$ cat config.mk
export PLATFORM = sky130hd
export DESIGN_NAME = decade_ring_counter
export DESIGN_NICKNAME = d
export VERILOG_FILES = /design/src/rtl/ring_pkg.sv /design/src/rtl/ring_edge_qual.sv /design/src/rtl/ring_state_reg.sv /design/src/rtl/ring_decode.sv /design/src/rtl/decade_ring_counter.sv
export SDC_FILE = /design/constraint.sdc
export NUM_CORES = 1
export LEC_CHECK = 0
export CAP_MARGIN = 20
export CORE_MARGIN = 10
export CORE_UTILIZATION = 35
export DETAILED_ROUTE_END_ITERATION = 8
export SETUP_SLACK_MARGIN = 0.15
export SYNTH_ARGS = -nofsm -noshare
export SYNTH_HDL_FRONTEND = slang
export SYNTH_SLANG_ARGS = --single-unit
$ cat constraint.sdc
create_clock -name clk -period 2 [get_ports clk]
set_clock_uncertainty 0.1 [all_clocks]
set_input_delay 0.6 -clock clk [delete_from_list [all_inputs] [get_ports clk]]
set_output_delay 0.6 -clock clk [all_outputs]
set_load 0.01 [all_outputs]
$ cat src/rtl/ring_pkg.sv
package ring_pkg;

  // Sampled levels of the two tick inputs.
  typedef struct packed {
    logic a_lvl;
    logic b_lvl;
  } tick_pair_t;

  // Number of adjacent bit pairs that differ in the low n bits.
  // A valid twisted-ring state has at most one such boundary.
  function automatic int ring_steps(input logic [31:0] v, input int n);
    int cnt;
    cnt = 0;
    for (int i = 0; i < 31; i++) begin
      if (i < n - 1 && v[i] != v[i+1]) cnt++;
    end
    return cnt;
  endfunction

endpackage

$ cat src/rtl/ring_edge_qual.sv
module ring_edge_qual
  import ring_pkg::*;
#(
  parameter int SYNC_STAGES = 2
) (
  input  logic clk,
  input  logic clear,
  input  logic a_i,
  input  logic b_i,
  output logic adv_o
);

  localparam int ARM_W = SYNC_STAGES + 1;

  tick_pair_t       sync_q [SYNC_STAGES];
  tick_pair_t       hist_q;
  tick_pair_t       now_s;
  logic [ARM_W-1:0] arm_q;
  logic             a_rise;
  logic             b_fall;

  // Synchroniser chain, one register per stage.
  genvar g;
  generate
    for (g = 0; g < SYNC_STAGES; g++) begin : g_sync
      if (g == 0) begin : g_first
        always_ff @(posedge clk or posedge clear) begin
          if (clear) sync_q[0] <= '0;
          else       sync_q[0] <= {a_i, b_i};
        end
      end else begin : g_next
        always_ff @(posedge clk or posedge clear) begin
          if (clear) sync_q[g] <= '0;
          else       sync_q[g] <= sync_q[g-1];
        end
      end
    end
  endgenerate

  assign now_s = sync_q[SYNC_STAGES-1];

  // History and arming: edges are ignored until the whole chain holds real samples.
  always_ff @(posedge clk or posedge clear) begin
    if (clear) begin
      hist_q <= '0;
      arm_q  <= '0;
    end else begin
      hist_q <= now_s;
      arm_q  <= {arm_q[ARM_W-2:0], 1'b1};
    end
  end

  always_comb begin
    a_rise = now_s.a_lvl & ~hist_q.a_lvl & ~now_s.b_lvl;
    b_fall = now_s.a_lvl &  hist_q.b_lvl & ~now_s.b_lvl;
    adv_o  = arm_q[ARM_W-1] & (a_rise | b_fall);
  end

  // A tick_b held high blocks every advance.
  AST_B_HIGH_BLOCKS: assert property (@(posedge clk) disable iff (clear)
    (now_s.b_lvl && hist_q.b_lvl) |-> !adv_o);

  // A falling tick_a while tick_b stays low never advances.
  AST_A_FALL_IGNORED: assert property (@(posedge clk) disable iff (clear)
    (!now_s.a_lvl && hist_q.a_lvl && !now_s.b_lvl && !hist_q.b_lvl) |-> !adv_o);

endmodule

$ cat src/rtl/ring_state_reg.sv
module ring_state_reg
  import ring_pkg::*;
#(
  parameter int STAGES = 5
) (
  input  logic              clk,
  input  logic              clear,
  input  logic              adv_i,
  output logic [STAGES-1:0] state_o
);

  logic [STAGES-1:0] state_q;
  logic [STAGES-1:0] next_s;
  logic              legal_s;

  always_comb begin
    legal_s = (ring_steps(32'(state_q), STAGES) <= 1);
    if (legal_s) next_s = {state_q[STAGES-2:0], ~state_q[STAGES-1]};
    else         next_s = '0;
  end

  always_ff @(posedge clk or posedge clear) begin
    if (clear)      state_q <= '0;
    else if (adv_i) state_q <= next_s;
  end

  assign state_o = state_q;

  // Every advance lands on a valid ring pattern.
  AST_STEP_LANDS_LEGAL: assert property (@(posedge clk) disable iff (clear)
    adv_i |=> (ring_steps(32'(state_q), STAGES) <= 1));

endmodule

$ cat src/rtl/ring_decode.sv
module ring_decode
  import ring_pkg::*;
#(
  parameter int STAGES = 5
) (
  input  logic                clk,
  input  logic                clear,
  input  logic [STAGES-1:0]   state_i,
  output logic [2*STAGES-1:0] hot_o,
  output logic                low_o
);

  localparam int COUNT = 2 * STAGES;

  logic [COUNT-1:0] hit_s;
  logic [COUNT-1:0] hot_q;
  logic             low_q;
  logic             legal_s;

  // Each state is recognised from one adjacent bit pair.
  genvar k;
  generate
    for (k = 0; k < STAGES; k++) begin : g_pair
      if (k == 0) begin : g_ends
        assign hit_s[0]      = ~state_i[STAGES-1] & ~state_i[0];
        assign hit_s[STAGES] =  state_i[STAGES-1] &  state_i[0];
      end else begin : g_mid
        assign hit_s[k]          =  state_i[k-1] & ~state_i[k];
        assign hit_s[STAGES + k] = ~state_i[k-1] &  state_i[k];
      end
    end
  endgenerate

  always_ff @(posedge clk or posedge clear) begin
    if (clear) begin
      hot_q <= COUNT'(1);
      low_q <= 1'b1;
    end else begin
      hot_q <= hit_s;
      low_q <= ~state_i[STAGES-1];
    end
  end

  assign hot_o   = hot_q;
  assign low_o   = low_q;
  assign legal_s = (ring_steps(32'(state_i), STAGES) <= 1);

  AST_ONE_HOT: assert property (@(posedge clk) disable iff (clear)
    legal_s |=> ($countones(hot_o) == 1));

  AST_LOW_HALF_MATCH: assert property (@(posedge clk) disable iff (clear)
    ($countones(hot_o) == 1) |-> (low_o == (|hot_o[STAGES-1:0])));

endmodule

$ cat src/rtl/decade_ring_counter.sv
module decade_ring_counter #(
  parameter int STAGES      = 5,
  parameter int SYNC_STAGES = 2
) (
  input  logic                clk,
  input  logic                clear,
  input  logic                tick_a,
  input  logic                tick_b,
  output logic [2*STAGES-1:0] hot,
  output logic                lower_half
);

  logic              adv_w;
  logic [STAGES-1:0] state_w;

  ring_edge_qual #(.SYNC_STAGES(SYNC_STAGES)) u_edge (
    .clk   (clk),
    .clear (clear),
    .a_i   (tick_a),
    .b_i   (tick_b),
    .adv_o (adv_w)
  );

  ring_state_reg #(.STAGES(STAGES)) u_core (
    .clk     (clk),
    .clear   (clear),
    .adv_i   (adv_w),
    .state_o (state_w)
  );

  ring_decode #(.STAGES(STAGES)) u_dec (
    .clk     (clk),
    .clear   (clear),
    .state_i (state_w),
    .hot_o   (hot),
    .low_o   (lower_half)
  );

endmodule

# After elaboration in Yosys (flattened, before gate mapping)
# Cells that the tools add are included.
[totals] inputBits=4 output_inout_bits=11 register_bits=25
[op_classes] bitwise_logic=23 n_mux=5 addsub=3 magnitude_cmp=1 n_eq_ne=4
[op_table] cell="$add 32x2->32 const B" count=3
[op_table] cell="$mux 32" count=3
[op_table] cell="$le 32x2->1 const B" count=1
[op_table] cell="$and 1x1->1" count=15
[op_table] cell="$not 1->1" count=7
[op_table] cell="$mux 5" count=1
[op_table] cell="$ne 1x1->1" count=4
[op_table] cell="$mux 1" count=1
[op_table] cell="$or 1x1->1" count=1

# Logic depth before layout (Yosys ltp)
# Gate-level depths: netlist (run 1).
[depth] depth_word=10 ltp_mapped=8

# Cells and area by module
# Synthesis (run 1) repeated with hierarchy kept, for this count alone.
[hier_totals] hier_cells=67 area_unflattened_um2=893.4
[modules_own_cells] module="ring_decode" area_per_inst_um2=350.3 cells_per_inst=23 n_inst=1 seq_area_each_um2=277.8
[modules_own_cells] module="ring_state_reg" area_per_inst_um2=282.8 cells_per_inst=30 n_inst=1 seq_area_each_um2=125.1
[modules_own_cells] module="ring_edge_qual" area_per_inst_um2=260.2 cells_per_inst=14 n_inst=1 seq_area_each_um2=225.2

# Worst setup path after synthesis (run 1)
# OpenSTA, ideal clock, no wires.
[synth_timing] path_type="register -> register" start="register u_core.state_q[0], in the netlist u_core.state_o[0]" end="register u_core.state_q[0], in the netlist u_core.state_o[0]" t_required_ns=1.808 stages_incl_launch_ff=9 arrival_ns=1.832 path_buffers=0 setup_ns=0.092 synth_period_minus_slack_ns=2.024 path_slack_ns=-0.024 path_cell_list="dfrtp_1 > inv_1 > ha_1 > inv_2 > ha_1 > nor2_1 > or4_1 > o311a_2 > o31ai_2"
[synth_via] elab_chain_len=10
[synth_lines] element="from (decl)" line_no="ring_state_reg.sv:12" rtl="logic [STAGES-1:0] state_q;"
[synth_lines] element="from (signal assigned)" line_no="ring_state_reg.sv:24" rtl="else if (adv_i) state_q <= next_s;"
[synth_lines] element="$ne 1x1->1 (*)"
[synth_lines] element="$mux 1 (*)"
[synth_lines] element="$add 32x2->32"
[synth_lines] element="$mux 32 (*)"
[synth_lines] element="$add 32x2->32"
[synth_lines] element="$mux 32 (*)"
[synth_lines] element="$add 32x2->32"
[synth_lines] element="$mux 32 (*)"
[synth_lines] element="$le 32x2->1 (*)"
[synth_lines] element="$mux 5 (*)" line_no="ring_state_reg.sv:18" rtl="if (legal_s) next_s = {state_q[STAGES-2:0], ~state_q[STAGES-1]};"
# Mark *: on every way between the ends. The rest lies on a longest branch, timed or not.
# A chain may end at the register's enable or synchronous reset.

# Worst setup path after layout (run 1)
[layout_timing] start="register u_core.state_q[1], in the netlist u_core.state_o[1]" end="register u_core.state_q[0], in the netlist u_core.state_o[0]"
[layout_via] elab_chain_len=10 word_cells_on_any_way=11
[layout_lines] element="$ne 1x1->1"
[layout_lines] element="$mux 1"
[layout_lines] element="$add 32x2->32"
[layout_lines] element="$mux 32 (*)"
[layout_lines] element="$add 32x2->32"
[layout_lines] element="$mux 32 (*)"
[layout_lines] element="$add 32x2->32"
[layout_lines] element="$mux 32 (*)"
[layout_lines] element="$le 32x2->1 (*)"
[layout_lines] element="$mux 5 (*)" line_no="ring_state_reg.sv:18"
# Marks and branches as above.

==> impl_summary.md, run 1 <==
Power and ir drop
The leakage power summed over all cells is 0.614 nW. The maximum vdd drop is approximately 0.7 mV. The internal cell power is between 1 and 1.5 mW.

In this run the power density over the cells is around 1500 nW/um^2. The completed layout was analyzed and its total power is between 1.5 and 2 mW. The share of power burned in the clock network is 0.114. Of the total power, combinational logic draws 0.512. The share of total power dissipated in sequential elements is 0.374.

Of the total power, the share spent switching nets is 0.352. The power spent charging and discharging nets is 670 uW.

Synthesis
The net count after synthesis is 78. In the post-synthesis netlist, the biggest area contributors are sky130_fd_sc_hd__dfrtp_1 63%, sky130_fd_sc_hd__ha_1 12%, sky130_fd_sc_hd__dfstp_2 5.8%. The share of the synthesized area in the top cell type is 0.634.

Counting distinct cell types in the post-synthesis netlist gives 18. Summed over all instances, the cell type with the most area after synthesis is sky130_fd_sc_hd__dfrtp_1. The post-synthesis instance area is a little over 900 sq um. The post-synthesis average cell area is 14.0 sq um.

The Yosys step of the flow raised 0 warnings. The post-synthesis sequential area ratio is 0.692. The number of storage elements in the synthesis netlist is 25. The cell count after synthesis is 65.

Placed design
Input and output buffers added on the ports amount to 14. The half-perimeter wire length after detailed placement is 1130 um. Once placement finished, the instance area stood at ~1200 sq um. The global placer's final weighted congestion is 0.797.

Run status
The checks that failed: setup timing. The flow ran to the end, but the final reports show violations.

Clock network
CTS built an H-tree with a depth of 1. The number of buffers on the longest clock path is 2. The register clock-pin slew on the reported worst setup and hold paths is around 130 ps. After clock tree synthesis, the flow added hold-fix buffers numbering 0. In this run, CTS created clock tree buffers numbering 3. At the later pin of the worst-skew pair, clock insertion delay measures 310 ps.

The CTS tree is done. The total clock sinks is 25. In this run the clock root is driven by a sky130_fd_sc_hd__clkbuf_4.

Final layout
The area added between synthesis and finish is 37.2%. The fraction of final layout cells sized beyond drive strength 1 is 0.293. The top cell types in the final layout, fill and taps aside, are 23 x sky130_fd_sc_hd__dfrtp_1, 10 x sky130_fd_sc_hd__buf_4, 9 x sky130_fd_sc_hd__dlygate4sd2_1, 6 x sky130_fd_sc_hd__inv_1, 6 x sky130_fd_sc_hd__ha_1.

The final-stage net count is 106. The number of antenna diodes in the final layout is 0. The final design area excluding fillers is between 1000 and 1500 sq um. The commonest non-fill, non-tap cell in the layout is sky130_fd_sc_hd__dfrtp_1. After filler insertion, the fill cell instance count of the layout stands at between 200 and 250.

Timing
The final-report setup violation count is 5. Setup repair after global routing could not meet its margin everywhere. The number of hold violations in the final report is 0. Static timing analysis puts the maximum clock frequency at approximately 0.48 GHz.

The minimum clock period is about 2100 ps. Of the available clock period, the critical path in the final layout requires 1.04. The aggregate negative setup slack is -193 ps. Setup slack on the critical path of the routed design comes to -83.7 ps. The number of pins with negative max-slew slack in the final report is 0. The tightest hold path in the finished design has a slack of between 200 and 300 ps.

Worst setup path
The data arrival at the endpoint of the critical path is between 2000 and 2500 ps. The worst setup path is launched from a register. The critical path data required time is 2130 ps.

The worst setup path is of the register to register kind. The highest fanout seen on the critical path is 5. The worst setup path is captured at a register.

Die
The floorplan row count is 18. The area of the core region is 2480 sq um. The initial utilization of the core area, before any placement, comes to 0.366.

The floorplan step set the die width to roughly 71 um. The total die area is between 5000 and 6000 sq um. The number of primary I/O pins is 15. The y dimension of the die is approximately 71 um.

Route
For this run, design rule violations remaining after detail routing come to 0. After detailed routing, the average wire length per cell comes to roughly 13 um. The pre-antenna-repair detailed-routing pass consisted of 4 iterations.

The final wirelength is 1590 um. The average vias per placed instance is between 4 and 5. The count of nets left with antenna violations once routing finished came out at 0. The routed layout has approximately 570 vias. The initial DRC count is 15.

GRT
The number of global-route vias before repair came to between 600 and 700. The first global-routing pass estimated approximately 2800 um of wire. The total global-route track usage is 0.0673. Entering global routing, the biggest net connects 26 pins. The remaining global-route overflow is 0. The initial antenna violation count is 0.

Run
Across the run, the number of max-cap violations was 0.

Hold path
The min-delay analysis places its worst path in the category register to register.
metal layers:
| layer | vias up | GRT usage | part of all wire |
|---|---|---|---|
| li1 | 270 | - | - |
| met1 | 277 | 0.0674 | 0.41 |
| met2 | 15 | 0.117 | 0.50 |
| met3 | 4 | 0.0335 | 0.074 |
| met4 | 0 | 0.0258 | 0.017 |
| met5 | - | 0 | 0 |
layout make-up:
cell class                      instances  area [sq um]  share of cell area
Clock buffer                            4          26.3              0.0211
Inverter                                9          36.3              0.0291
Multi-Input combinational cell         30           313               0.251
Sequential cell                        25           628               0.505
Tap cell                               30          37.5              0.0302
Timing Repair Buffer                   24           204               0.164
cell families after synthesis:
family          after synthesis  synth area share
other cells                   1           0.00413
simple gates                 12            0.0690
compound gates                8            0.0690
flops                        25             0.692
fa+ha+maj                     9             0.124
buf+inv                      10            0.0414
what timing repair did:
action | CTS | global route
buffers inserted | 3 | 0
gates resized for setup | 17 | 3
pin swaps | 1 | 4
endpoints found under the setup margin | 16 | 7
cell usage after synthesis (all sizes together):
master,n
and4b,1
nand2,5
dfstp,2
nand4b,1
o311a,1
clkbuf,1
dfrtp,23
ha,9
o211ai,1
or4,1
a31oi,1
inv,9
o31ai,1
o22ai,4
conb,1
nand2b,1
nor2,3
through the flow:
step                 util  cells  setup slack, ps
global route        0.503    122             -125
CTS                 0.499    122            -96.9
finish              0.503    122            -83.7
floorplan               -     65            -15.6
detailed placement  0.468    115            -93.2
global placement    0.468    115            -34.9
state kept, by name (all words and copies together), names as in the netlist:
| name | count |
|---|---|
| u_edge.now_s | 2 |
| u_core.state_o | 5 |
| u_dec.hot_o | 10 |
| u_edge.arm_q | 3 |
| u_dec.low_o | 1 |
| u_edge.sync_q | 2 |
| u_edge.hist_q | 2 |
worst paths after layout:
path,startpoint,cells after the start,slack (ps),endpoint
max,u_core.state_o[1]$_DFFE_PP0P_,8,-80,u_core.state_o[0]$_DFFE_PP0P_
min,u_edge.arm_q[0]$_DFF_PP0_,0,270,u_edge.arm_q[1]$_DFF_PP0_
max reg2reg,u_core.state_o[1]$_DFFE_PP0P_,8,-80,u_core.state_o[0]$_DFFE_PP0P_
min reg2reg,u_edge.arm_q[0]$_DFF_PP0_,0,270,u_edge.arm_q[1]$_DFF_PP0_
max in group asynchronous,clear,3,1000,u_dec.hot_o[0]$_DFF_PP1_
min in group asynchronous,clear,3,510,u_dec.hot_o[4]$_DFF_PP0_
worst max-delay path: stages, from the launching register on:
cell                      delay, ps
sky130_fd_sc_hd__dfrtp_1        450
sky130_fd_sc_hd__inv_2           80
sky130_fd_sc_hd__ha_4           280
sky130_fd_sc_hd__inv_4           40
sky130_fd_sc_hd__ha_4           260
sky130_fd_sc_hd__nor2_4          30
sky130_fd_sc_hd__or4_4          420
sky130_fd_sc_hd__o311a_4        160
sky130_fd_sc_hd__o31ai_2        180
power groups by stage:
stage	clock network, mW	logic [mW]	registers, mW
2_1_floorplan	0	0.436	0.761
3_3_place_gp	0	0.824	0.716
3_5_place_dp	0	0.853	0.720
4_1_cts	0.218	0.956	0.709
5_1_grt	0.248	1.08	0.728
6_report	0.217	0.973	0.712
Power figures use the tool's default switching activity.
==> inputs of run 2 (changes only) <==
--- a/config.mk
+++ b/config.mk
@@ -8,6 +8,7 @@
 export CAP_MARGIN = 20
 export CORE_MARGIN = 10
 export CORE_UTILIZATION = 35
+export CTS_CLUSTER_SIZE = 8
 export DETAILED_ROUTE_END_ITERATION = 8
 export SETUP_SLACK_MARGIN = 0.15
 export SYNTH_ARGS = -nofsm -noshare
==> results of run 2 <==
Final layout, timing and power as in run 1 (identical DEF).
==> inputs of run 3 (changes only) <==
--- a/config.mk
+++ b/config.mk
@@ -8,7 +8,7 @@
 export CAP_MARGIN = 20
 export CORE_MARGIN = 10
 export CORE_UTILIZATION = 35
-export CTS_CLUSTER_SIZE = 8
+export CTS_CLUSTER_SIZE = 28
 export DETAILED_ROUTE_END_ITERATION = 8
 export SETUP_SLACK_MARGIN = 0.15
 export SYNTH_ARGS = -nofsm -noshare
==> constraint.sdc (replaced) <==
create_clock -name clk -period 2.3 [get_ports clk]
set_clock_uncertainty 0.1 [all_clocks]
set_input_delay 0.69 -clock clk [delete_from_list [all_inputs] [get_ports clk]]
set_output_delay 0.69 -clock clk [all_outputs]
set_load 0.1 [all_outputs]
==> impl_summary.md, run 3 (same netlist as run 1, synthesis figures left out) <==
Final layout
The area added between synthesis and finish is 35.7% (was 37.2%). The final-stage net count is 102 (was 106). The multi-input logic area is 314 sq um (was 313 sq um). The non-filler instance count after layout was 118 (was 122).

The fraction of final layout cells sized beyond drive strength 1 is 0.409 (was 0.293). The number of inserted diodes is 0 (unchanged). The filler cell count in the final layout came to 208 (was 228).

The flip-flop count of the largest register, all copies and words added came to 10 (unchanged). Most frequent cells in the layout: 21 x sky130_fd_sc_hd__dfrtp_1, 15 x sky130_fd_sc_hd__buf_4, 6 x sky130_fd_sc_hd__inv_1, 6 x sky130_fd_sc_hd__ha_1, 5 x sky130_fd_sc_hd__nand2_1 (was 23 x sky130_fd_sc_hd__dfrtp_1, 10 x sky130_fd_sc_hd__buf_4, 9 x sky130_fd_sc_hd__dlygate4sd2_1, 6 x sky130_fd_sc_hd__inv_1, 6 x sky130_fd_sc_hd__ha_1). The commonest non-fill, non-tap cell in the layout is sky130_fd_sc_hd__dfrtp_1 (unchanged).

The sequential cell area in the final layout is 631 sq um (was 628 sq um).

Clock network
The total clock sinks is 25 (unchanged). The clock latency on the worst-skew pair was 310 ps (about the same). The CTS tree is done (unchanged). The clock root buffer is sky130_fd_sc_hd__clkbuf_4 (unchanged). The clock buffer count from CTS came to 3 (unchanged).

The register clock-pin slew on the reported worst setup and hold paths is 130 ps (about the same). The cts-stage hold buffer count is 0 (unchanged). The maximum level of the CTS H-tree is 1 (unchanged). The number of buffers on the longest clock path is 2 (unchanged).

Die
The floorplan row count came to 18 (unchanged). The area of the core region is 2480 sq um (unchanged). The total die area was 5030 sq um (unchanged). The die width is 70.9 um (unchanged). The number of primary I/O pins is 15 (unchanged). The effective utilization at floorplan is 0.366 (unchanged).

The y dimension of the die is 70.9 um (unchanged).

Timing
The aggregate negative setup slack was 0 ps (was -193 ps). The final worst setup slack is 193 ps (was -83.7 ps). The worst hold slack after final layout is 263 ps (was 266 ps).

The number of hold violations in the final report is 0 (unchanged). The minimum clock period is 2110 ps (was 2080 ps). The final period utilization is 0.916 (was 1.04). RSZ-0062 raised after global routing: true (unchanged). The final-report setup violation count is 0 (was 5). The number of pins with negative max-slew slack in the final report is 0 (unchanged). The upper clock frequency limit was 0.475 GHz (was 0.480 GHz).

Worst setup path
The highest fanout seen on the critical path is 5 (unchanged). The critical path data required time came to 2440 ps (was 2130 ps). The data arrival at the endpoint of the critical path came to 2250 ps (was 2220 ps). The buffers plus inverters on the worst setup path came to 2 (unchanged).

The highest-delay cell along the critical path is sky130_fd_sc_hd__or4_4 (was sky130_fd_sc_hd__dfrtp_1). The maximum cell stage delay along the critical path is 480 ps (was 450 ps). The critical register-to-register path endpoint is u_core.state_o[0]$_DFFE_PP0P_ (unchanged). The kind of critical path is register to register (unchanged). The end of the critical path is u_core.state_o[0]$_DFFE_PP0P_ (unchanged). Series of cell instances along the critical path: inv_2 > ha_4 > inv_4 > ha_4 > nor2_1 > or4_4 > o311a_4 > o31ai_4 (was inv_2 > ha_4 > inv_4 > ha_4 > nor2_4 > or4_4 > o311a_4 > o31ai_2).

The critical path depth was 8 (unchanged). The register-to-register setup slack is 190 ps (was -80 ps). The reg-to-reg critical path startpoint is u_core.state_o[1]$_DFFE_PP0P_ (unchanged). The nature of the critical path startpoint is a register (unchanged). The number of cells on the worst reg-to-reg path came to 8 (unchanged). The cell type group with the largest total delay on the critical path is adder cells (unchanged). The start point of the critical path is u_core.state_o[1]$_DFFE_PP0P_ (unchanged).

The most frequent cell on the critical path is sky130_fd_sc_hd__ha_4 (unchanged). The capturing element type of the critical path is a register (unchanged).

Route
The count of antenna-violating nets left after detailed routing is 0 (unchanged). The routed length per placed instance came to 12.9 um (was 13.0 um). The DRC violations left is 0 (unchanged). The average vias per placed instance is 4.54 (was 4.64).

The final wirelength is 1520 um (was 1590 um). The number of detailed-route iterations in the first pass is 3 (was 4). The initial DRC count came to 11 (was 15).

The vias after detailed routing came to 536 (was 566).

GRT
The wire length of the first global-routing pass is 2720 um (was 2780 um). The initial antenna violation count is 0 (unchanged). The number of global-route vias before repair is 609 (was 617). The pin count of the biggest net entering global routing is 16 (was 26). The remaining global-route overflow is 0 (unchanged). The total global-route track usage is 0.0654 (was 0.0673).

Placed design
The count of input and output buffers came to 14 (unchanged). The global placer's final weighted congestion is 0.766 (was 0.797). The worst slack after detailed placement is 134 ps (was -93.2 ps). The half-perimeter wire length after detailed placement is 1070 um (was 1130 um). The placed instance count was 109 (was 115).

Run
The total of max-cap violations came to 0 (unchanged).

Run status
Outcome: completed (was finished, violations left).

Hold path
The path category of the worst min-delay check is register to register (unchanged).
[run 3: changes by cell type in the layout (fill, tap and decap cells not counted), sizes merged]
| cell | before | now |
|---|---|---|
| dlygate4sd2 | 9 | 0 |
| buf | 10 | 17 |
| clkdlybuf4s15 | 2 | 0 |
| clkbuf | 4 | 3 |
| clkinvlp | 0 | 1 |
[run 3: repair_timing]
action,4_1_cts,5_1_grt
resized for setup,6,7
setup buffers,4,1
pin swaps,2,3
endpoints found under the setup margin,1,5
cloned,0,0
[run 3: metrics by stage]
| step | area [sq um] | utilization |
|---|---|---|
| 4_1_cts | 1190 | 0.482 |
| 5_1_grt | 1230 | 0.497 |
| 2_1_floorplan | 907 | - |
| 6_report | 1230 | 0.497 |
| 3_5_place_dp | 1090 | 0.438 |
| 3_3_place_gp | 1090 | 0.438 |
[run 3: worst min path at each step]
stage                          startpoint                        end  slack [ps]  cells past startpoint
2_1_floorplan   u_edge.arm_q[0]$_DFF_PP0_  u_edge.arm_q[1]$_DFF_PP0_         230                      0
3_3_place_gp   u_edge.sync_q[2]$_DFF_PP0_  u_edge.now_s[0]$_DFF_PP0_         230                      0
3_5_place_dp   u_edge.sync_q[2]$_DFF_PP0_  u_edge.now_s[0]$_DFF_PP0_         230                      0
4_1_cts        u_edge.sync_q[2]$_DFF_PP0_  u_edge.now_s[0]$_DFF_PP0_         270                      0
5_1_grt        u_edge.sync_q[3]$_DFF_PP0_  u_edge.now_s[1]$_DFF_PP0_         270                      0
6_report       u_edge.sync_q[2]$_DFF_PP0_  u_edge.now_s[0]$_DFF_PP0_         260                      0
[run 3: final cells by class]
type	count	share of cell area
Clock inverter	1	0.00610
Tap cell	30	0.0305
Timing Repair Buffer	20	0.148
Sequential cell	25	0.512
Clock buffer	3	0.0183
Inverter	9	0.0295
Multi-Input combinational cell	30	0.255
[run 3: per-layer routing]
metal | wire [um] | up-vias | GRT usage
met5 | 0 | - | 0
met4 | 27 | 0 | 0.0323
met3 | 90 | 2 | 0.0195
met2 | 808 | 12 | 0.118
met1 | 597 | 265 | 0.0669
li1 | - | 257 | -
Power of run 3 is not shown: default switching activity piles up to over one toggle a cycle in this logic, so the estimate is an artifact.
